### config.mk
export PLATFORM = sky130hd
export DESIGN_NAME = snoop_retry_gen
export DESIGN_NICKNAME = d
export VERILOG_FILES = /design/src/rtl/snp_pkg.sv /design/src/rtl/snp_lookup_stub.sv /design/src/rtl/snp_retry_ctl.sv /design/src/rtl/snp_push_req.sv /design/src/rtl/snoop_retry_gen.sv
export SDC_FILE = /design/constraint.sdc
export NUM_CORES = 1
export LEC_CHECK = 0
export ABC_AREA = 0
export BUFFER_PORTS_ARGS = -buffer_cell sky130_fd_sc_hd__buf_2
export CORE_AREA = 2 2 39 41
export DETAILED_ROUTE_END_ITERATION = 6
export DIE_AREA = 0 0 41 43
export HOLD_SLACK_MARGIN = 0.12
export PLACE_DENSITY = 0.83
export SYNTH_ARGS = -nofsm -noshare
export SYNTH_HDL_FRONTEND = slang
export SYNTH_SLANG_ARGS = --single-unit
### constraint.sdc
create_clock -name clk -period 3.9 [get_ports clk]
set_input_delay 0.195 -clock clk [delete_from_list [all_inputs] [get_ports clk]]
set_output_delay 0.195 -clock clk [all_outputs]
set_load 0.01 [all_outputs]
### src/rtl/snp_pkg.sv
// Shared types and lookup decode for the snoop retry generator.
// Assumes: lookup flags are active-high and valid together.
package snp_pkg;

    typedef struct packed {
        logic hit;
        logic dirty;
        logic busy;
    } snp_look_t;

    typedef enum logic [1:0] {
        ST_IDLE,
        ST_WAIT,
        ST_ASSERT,
        ST_HOLD
    } snp_state_e;

    // Retry is owed for a dirty hit or for a lookup that cannot be served.
    function automatic logic snp_need(input snp_look_t r);
        return r.busy | (r.hit & r.dirty);
    endfunction

    // Copy-back is owed only for a serviceable dirty hit.
    function automatic logic snp_push(input snp_look_t r);
        return r.hit & r.dirty & ~r.busy;
    endfunction

endpackage

### src/rtl/snp_lookup_stub.sv
// Stand-in for the tag lookup: returns the flags sampled at address start
// LAT cycles later, with a valid strobe. LAT=0 passes them through.
// Assumes: flags are presented in the same cycle as the address start.
module snp_lookup_stub
    import snp_pkg::*;
#(
    parameter int LAT = 1
) (
    input  logic      clk,
    input  logic      rst_n,
    input  logic      ts_i,
    input  snp_look_t look_i,
    output logic      res_vld_o,
    output snp_look_t res_o
);

    generate
        if (LAT == 0) begin : g_direct
            assign res_vld_o = ts_i;
            assign res_o     = look_i;
        end else begin : g_pipe
            logic      vld_q [LAT];
            snp_look_t dat_q [LAT];

            // Delay line carrying the sampled flags toward the decision.
            always_ff @(posedge clk) begin
                if (!rst_n) begin
                    for (int i = 0; i < LAT; i++) begin
                        vld_q[i] <= 1'b0;
                        dat_q[i] <= '0;
                    end
                end else begin
                    vld_q[0] <= ts_i;
                    dat_q[0] <= look_i;
                    for (int i = 1; i < LAT; i++) begin
                        vld_q[i] <= vld_q[i-1];
                        dat_q[i] <= dat_q[i-1];
                    end
                end
            end

            assign res_vld_o = vld_q[LAT-1];
            assign res_o     = dat_q[LAT-1];
        end
    endgenerate

endmodule

### src/rtl/snp_retry_ctl.sv
// Per-tenure retry sequencer. Waits in WAIT from the cycle after address
// start until a decision is known, drives retry from the next cycle, and
// holds it through the cycle after acknowledge.
// Assumes: one snooped tenure at a time; acknowledge not before decision.
module snp_retry_ctl
    import snp_pkg::*;
#(
    parameter bit SAME_CYCLE = 1'b0
) (
    input  logic      clk,
    input  logic      rst_n,
    input  logic      ts_i,
    input  logic      aack_i,
    input  logic      res_vld_i,
    input  snp_look_t res_i,
    input  logic      pending_i,
    output logic      retry_o,
    output logic      arm_o,
    output logic      qual_o
);

    snp_state_e state_q;
    logic       known_q, need_q, push_q, retry_q;
    logic       res_need, res_push, cur_known, cur_need, cur_push, idle_take;

    // Merge a freshly arrived lookup result with one captured earlier.
    always_comb begin
        res_need  = snp_need(res_i);
        res_push  = snp_push(res_i);
        cur_known = known_q | res_vld_i;
        cur_need  = known_q ? need_q : res_need;
        cur_push  = known_q ? push_q : res_push;
        idle_take = SAME_CYCLE & res_vld_i;
    end

    assign arm_o   = (state_q == ST_WAIT) & cur_known & cur_need & cur_push;
    assign qual_o  = (state_q == ST_HOLD) & push_q;
    assign retry_o = retry_q;

    // Tenure state machine and retry register.
    always_ff @(posedge clk) begin
        if (!rst_n) begin
            state_q <= ST_IDLE;
            known_q <= 1'b0;
            need_q  <= 1'b0;
            push_q  <= 1'b0;
            retry_q <= 1'b0;
        end else begin
            case (state_q)
                ST_IDLE: begin
                    if (ts_i) begin
                        state_q <= ST_WAIT;
                        known_q <= pending_i | idle_take;
                        need_q  <= pending_i | (idle_take & res_need);
                        push_q  <= ~pending_i & idle_take & res_push;
                    end
                end
                ST_WAIT: begin
                    if (cur_known) begin
                        known_q <= 1'b1;
                        push_q  <= cur_push & cur_need;
                        if (cur_need) begin
                            retry_q <= 1'b1;
                            state_q <= aack_i ? ST_HOLD : ST_ASSERT;
                        end else begin
                            state_q <= ST_IDLE;
                        end
                    end
                end
                ST_ASSERT: begin
                    if (aack_i) state_q <= ST_HOLD;
                end
                default: begin
                    retry_q <= 1'b0;
                    state_q <= ST_IDLE;
                end
            endcase
        end
    end

    AST_RETRY_HOLD: assert property (@(posedge clk) disable iff (!rst_n)
        (retry_o && aack_i) |=> retry_o);

    AST_RETRY_RELEASE: assert property (@(posedge clk) disable iff (!rst_n)
        $fell(retry_o) |-> $past(aack_i, 2));

endmodule

### src/rtl/snp_push_req.sv
// Copy-back bus request: holds the pending-push flag from decision to
// push start, raises the request after the qualified retry, and accepts a
// grant only after PUSH_WAIT cycles of request.
// Assumes: the arbiter keeps granting until it sees the push start.
module snp_push_req #(
    parameter int PUSH_WAIT = 3
) (
    input  logic clk,
    input  logic rst_n,
    input  logic arm_i,
    input  logic qual_i,
    input  logic bg_i,
    output logic pending_o,
    output logic req_o,
    output logic go_o
);

    localparam int CW = $clog2(PUSH_WAIT + 2);
    localparam logic [CW-1:0] WAIT_END = CW'(PUSH_WAIT);

    logic          pend_q, req_q;
    logic [CW-1:0] cnt_q;

    assign go_o      = req_q & bg_i & (cnt_q >= WAIT_END);
    assign req_o     = req_q;
    assign pending_o = pend_q;

    // Pending flag and request, both cleared by the push start.
    always_ff @(posedge clk) begin
        if (!rst_n) begin
            pend_q <= 1'b0;
            req_q  <= 1'b0;
        end else if (go_o) begin
            pend_q <= 1'b0;
            req_q  <= 1'b0;
        end else begin
            if (arm_i)  pend_q <= 1'b1;
            if (qual_i) req_q  <= 1'b1;
        end
    end

    // Saturating count of cycles spent requesting.
    always_ff @(posedge clk) begin
        if (!rst_n || !req_q) cnt_q <= '0;
        else if (cnt_q != WAIT_END) cnt_q <= cnt_q + 1'b1;
    end

    AST_REQ_DROP: assert property (@(posedge clk) disable iff (!rst_n)
        go_o |=> !req_o);

endmodule

### src/rtl/snoop_retry_gen.sv
// Top of the snoop retry generator: lookup stub, tenure sequencer and
// copy-back request, wired together.
// Assumes: active-high bus signals; no new address start before the
// second cycle after an acknowledge.
module snoop_retry_gen
    import snp_pkg::*;
#(
    parameter int LOOKUP_LAT = 1,
    parameter int PUSH_WAIT  = 3
) (
    input  logic clk,
    input  logic rst_n,
    input  logic snp_ts_i,
    input  logic snp_aack_i,
    input  logic bus_grant_i,
    input  logic look_hit_i,
    input  logic look_dirty_i,
    input  logic look_busy_i,
    output logic retry_o,
    output logic bus_req_o,
    output logic push_go_o
);

    snp_look_t look, res;
    logic      res_vld, pending, arm, qual;

    assign look = '{hit: look_hit_i, dirty: look_dirty_i, busy: look_busy_i};

    snp_lookup_stub #(.LAT(LOOKUP_LAT)) u_look (
        .clk(clk), .rst_n(rst_n), .ts_i(snp_ts_i), .look_i(look),
        .res_vld_o(res_vld), .res_o(res)
    );

    snp_retry_ctl #(.SAME_CYCLE(LOOKUP_LAT == 0)) u_ctl (
        .clk(clk), .rst_n(rst_n), .ts_i(snp_ts_i), .aack_i(snp_aack_i),
        .res_vld_i(res_vld), .res_i(res), .pending_i(pending),
        .retry_o(retry_o), .arm_o(arm), .qual_o(qual)
    );

    snp_push_req #(.PUSH_WAIT(PUSH_WAIT)) u_push (
        .clk(clk), .rst_n(rst_n), .arm_i(arm), .qual_i(qual),
        .bg_i(bus_grant_i), .pending_o(pending), .req_o(bus_req_o),
        .go_o(push_go_o)
    );

    AST_RETRY_NOT_EARLY: assert property (@(posedge clk) disable iff (!rst_n)
        $rose(retry_o) |-> (!snp_ts_i && !$past(snp_ts_i)));

    AST_REQ_AFTER_QUAL: assert property (@(posedge clk) disable iff (!rst_n)
        $rose(bus_req_o) |-> ($past(retry_o) && !retry_o));

    AST_REQ_UNTIL_PUSH: assert property (@(posedge clk) disable iff (!rst_n)
        (bus_req_o && !push_go_o) |=> bus_req_o);

endmodule

==> run_results.csv <==
group,metric,value,unit
status,status,"complete, no violations",
power_and_ir_drop,switchingPower,71.4,uW
clocking,cts_buffers,3,
logic_synthesis,synthFlopType,"dfxtp_1",
finish,multi_input_area,338,um^2
worst_setup_path,critPathSlowestCell,"dfxtp_1",
global_routing,use_met2,0.256,
sta,finalHoldViolCount,0,
logic_synthesis,yosys_warnings,0,
finish,fillCellCount,127,
clocking,ctsHtreeMaxLevel,1,
run,cap_violations,0,
floorplan,fp.coreArea,1380,um^2
logic_synthesis,synthDistinctLibCells,31,
power_and_ir_drop,power.density_cell_area,376,nW/um^2
power_and_ir_drop,seqPwrFrac,0.588,
drt,drc,0,
clocking,clk_pin_slew,0.09,ns
logic_synthesis,synth_most_common_cell,"dfxtp_1",
logic_synthesis,synth_top_area_share,0.447,
drt,firstDrtPassIters,2,
sta,worstMarginPinSlew,0.383,ns
finish,post-route-util,0.547,
worst_setup_path,slowest_delay,0.34,ns
clocking,clock-sinks,15,
worst_setup_path,worstPathMaxFanout,5,
logic_synthesis,syn_area,672,um^2
drt,num_vias,530,
min_path,hp-class,"input port to flip-flop",
global_routing,grt_usage,0.152,
logic_synthesis,synthTopCellsByArea,"dfxtp_1, mux2i_1, nor2_1",
global_routing,grt_max_degree,15,
drt,dr.first_iter.drc_count,10,
drt,detail-route-antenna-nets,0,
power_and_ir_drop,leakage,0.314,nW
sta,slew-limit-headroom,0.745,
global_routing,antenna_found_initial,0,
sta,fin_skew,0.00732,ns
sta,max_freq,585,MHz
floorplan,die_w,41,um
logic_synthesis,syn_avg_cell_area,9.74,um^2
power_and_ir_drop,ir_worst_vdd,0.248,mV
worst_setup_path,endpoint_kind,"primary output",
worst_setup_path,crit_top_cell,"ha_1",
drt,via_per_inst,5.46,
global_routing,grt_pass1_vias,487,
sta,setup_violations,0,
worst_setup_path,cp.required,3.70,ns
placement,hpwl,849,um
power_and_ir_drop,swShare,0.251,
finish,area_growth,12.7,%
logic_synthesis,synth_fp_nets,79,
sta,period_minus_slack,1.71,ns
worst_setup_path,crit_chain,"ha_1 -> ha_1 -> a211oi_1 -> nor2_1 -> buf_2",
logic_synthesis,syn_inst,69,
clocking,post_cts_buffers,0,
worst_setup_path,cp_data_arrival_time,1.52,ns
drt,wl,1140,um
global_routing,grt_overflow_total,0,
worst_setup_path,critPathKind,"flip-flop to primary output",
logic_synthesis,synth_seq_area_share,0.447,
logic_synthesis,synth-async-reset-ratio,0,
clocking,cts_buffer_depth,2,
logic_synthesis,synth_edf_count,0,
clocking,cts_root_buf,"clkbuf_4",
logic_synthesis,synth_common_cells,"dfxtp_1, nor2_1, nand2_1",
drt,wire_per_inst,11.7,um
floorplan,row_count,14,
global_routing,busiest_layer,"met2",
worst_setup_path,critPathLaunchType,"flip-flop",
finish,antennaDiodeCount,0,
global_routing,met3_usage,0.0314,
floorplan,initial_core_util,0.486,
floorplan,die_area,1760,um^2
finish,drive_gt1_frac,0.222,
worst_setup_path,critPathBufInv,1,
power_and_ir_drop,combPwrFrac,0.106,
global_routing,grtUsageMet1,0.175,
sta,finalMaxSlewViolations,0,
sta,rsz0062_at_grt,"no",
floorplan,die_h,43,um
power_and_ir_drop,intPower,213,uW
finish,nets,92,
placement,io_buffer_count,10,
placement,routabilityCongestion,0.681,
logic_synthesis,synth.ff_latch_count,15,
worst_setup_path,cp_top_family,"adder cells",
sta,period_share,0.439,
finish,seqCellArea,300,um^2
logic_synthesis,yosysTopAreaCell,"dfxtp_1",
power_and_ir_drop,pwr-share-clk,0.305,
global_routing,grt_pass1_wl,1840,um
clocking,cts_tree,"built",
floorplan,ioPinCount,11,
sta,finalSetupTns,0,ns
clocking,clkLatencyLatePin,0.28,ns
## placed cells by master, fill, tap and decap left out, drive strengths merged, types with 2 or more instances in the layout
| cell type | synthesis | layout |
|---|---|---|
| a21oi | 2 | 2 |
| inv | 3 | 3 |
| nor2b | 2 | 2 |
| clkbuf | 1 | 3 |
| nand2 | 5 | 5 |
| nor2 | 8 | 8 |
| ha | 2 | 2 |
| buf | 2 | 10 |
| a211oi | 3 | 3 |
| nand2b | 3 | 3 |
| mux2i | 3 | 3 |
| and2 | 4 | 4 |
| dfxtp | 15 | 15 |
## timing repair
item                                    4_1_cts  5_1_grt
resized for setup                             0        0
hold buffers                                  1        0
endpoints found under the setup margin        0        0
endpoints found under the hold margin         1        0
## layer usage
| layer | up-vias | wire length, um |
|---|---|---|
| met2 | 6 | 574 |
| met1 | 254 | 524 |
| met3 | 2 | 34 |
| met4 | 0 | 5 |
| met5 | - | 0 |
| li1 | 268 | - |
## sequential cells by signal (all words and copies together) (netlist names)
signal	flops
u_look.g_pipe.dat_q	3
u_ctl.push_q	1
u_push.pending_o	1
u_ctl.state_q	2
u_push.req_o	1
u_push.cnt_q	3
u_look.g_pipe.vld_q	1
u_ctl.known_q	1
u_ctl.retry_o	1
u_ctl.need_q	1
## final timing paths
check | from | to | depth (start not counted) | slack (ns)
max | u_push.cnt_q[0] | push_go_o | 5 | 2.19
min | look_busy_i | u_look.g_pipe.dat_q[0][0] | 2 | 0.13
max reg2reg | u_push.cnt_q[0] | u_push.pending_o | 5 | 2.45
min reg2reg | u_ctl.retry_o | u_ctl.retry_o | 2 | 0.44
## logic make-up after synthesis
logic type	after synthesis	share of synthesized area
DFF	15	0.447
buffers and inverters	6	0.0503
and+or+nand+nor	28	0.238
xor gates and xnor gates	1	0.0130
adders and majority gates	2	0.0372
muxes	3	0.0447
AOI/OAI and AO/OA	14	0.169
## power by group through the flow
stage | clock (mW) | combinational (mW) | sequential (mW)
2_1_floorplan | 0 | 0.0273 | 0.166
3_3_place_gp | 0 | 0.0288 | 0.171
3_5_place_dp | 0 | 0.0295 | 0.171
4_1_cts | 0.0892 | 0.0304 | 0.167
5_1_grt | 0.0933 | 0.0338 | 0.169
6_report | 0.0869 | 0.0302 | 0.167
## metrics by stage
step / std cells / hold slack (ns) / area, um^2 / worst slack (ns) / total power [mW]
after floorplan: 69 / 0.317 / 672 / 2.55 / 0.193
after global placement: 92 / 0.407 / 719 / 2.51 / 0.199
after detailed placement: 92 / 0.409 / 719 / 2.46 / 0.200
after CTS: 97 / 0.122 / 757 / 2.19 / 0.287
after global routing: 97 / 0.138 / 757 / 2.06 / 0.296
final: 97 / 0.127 / 757 / 2.19 / 0.285
## area by class of cell
type,count,share of cell area
multi-input cells,48,0.446
flip-flops and latches,15,0.397
repair buffers,11,0.0793
clock buffers,3,0.0298
well taps,16,0.0264
inverters,3,0.0149
clock inverters,1,0.00661
Note: power is estimated with default switching activity, not from simulation.
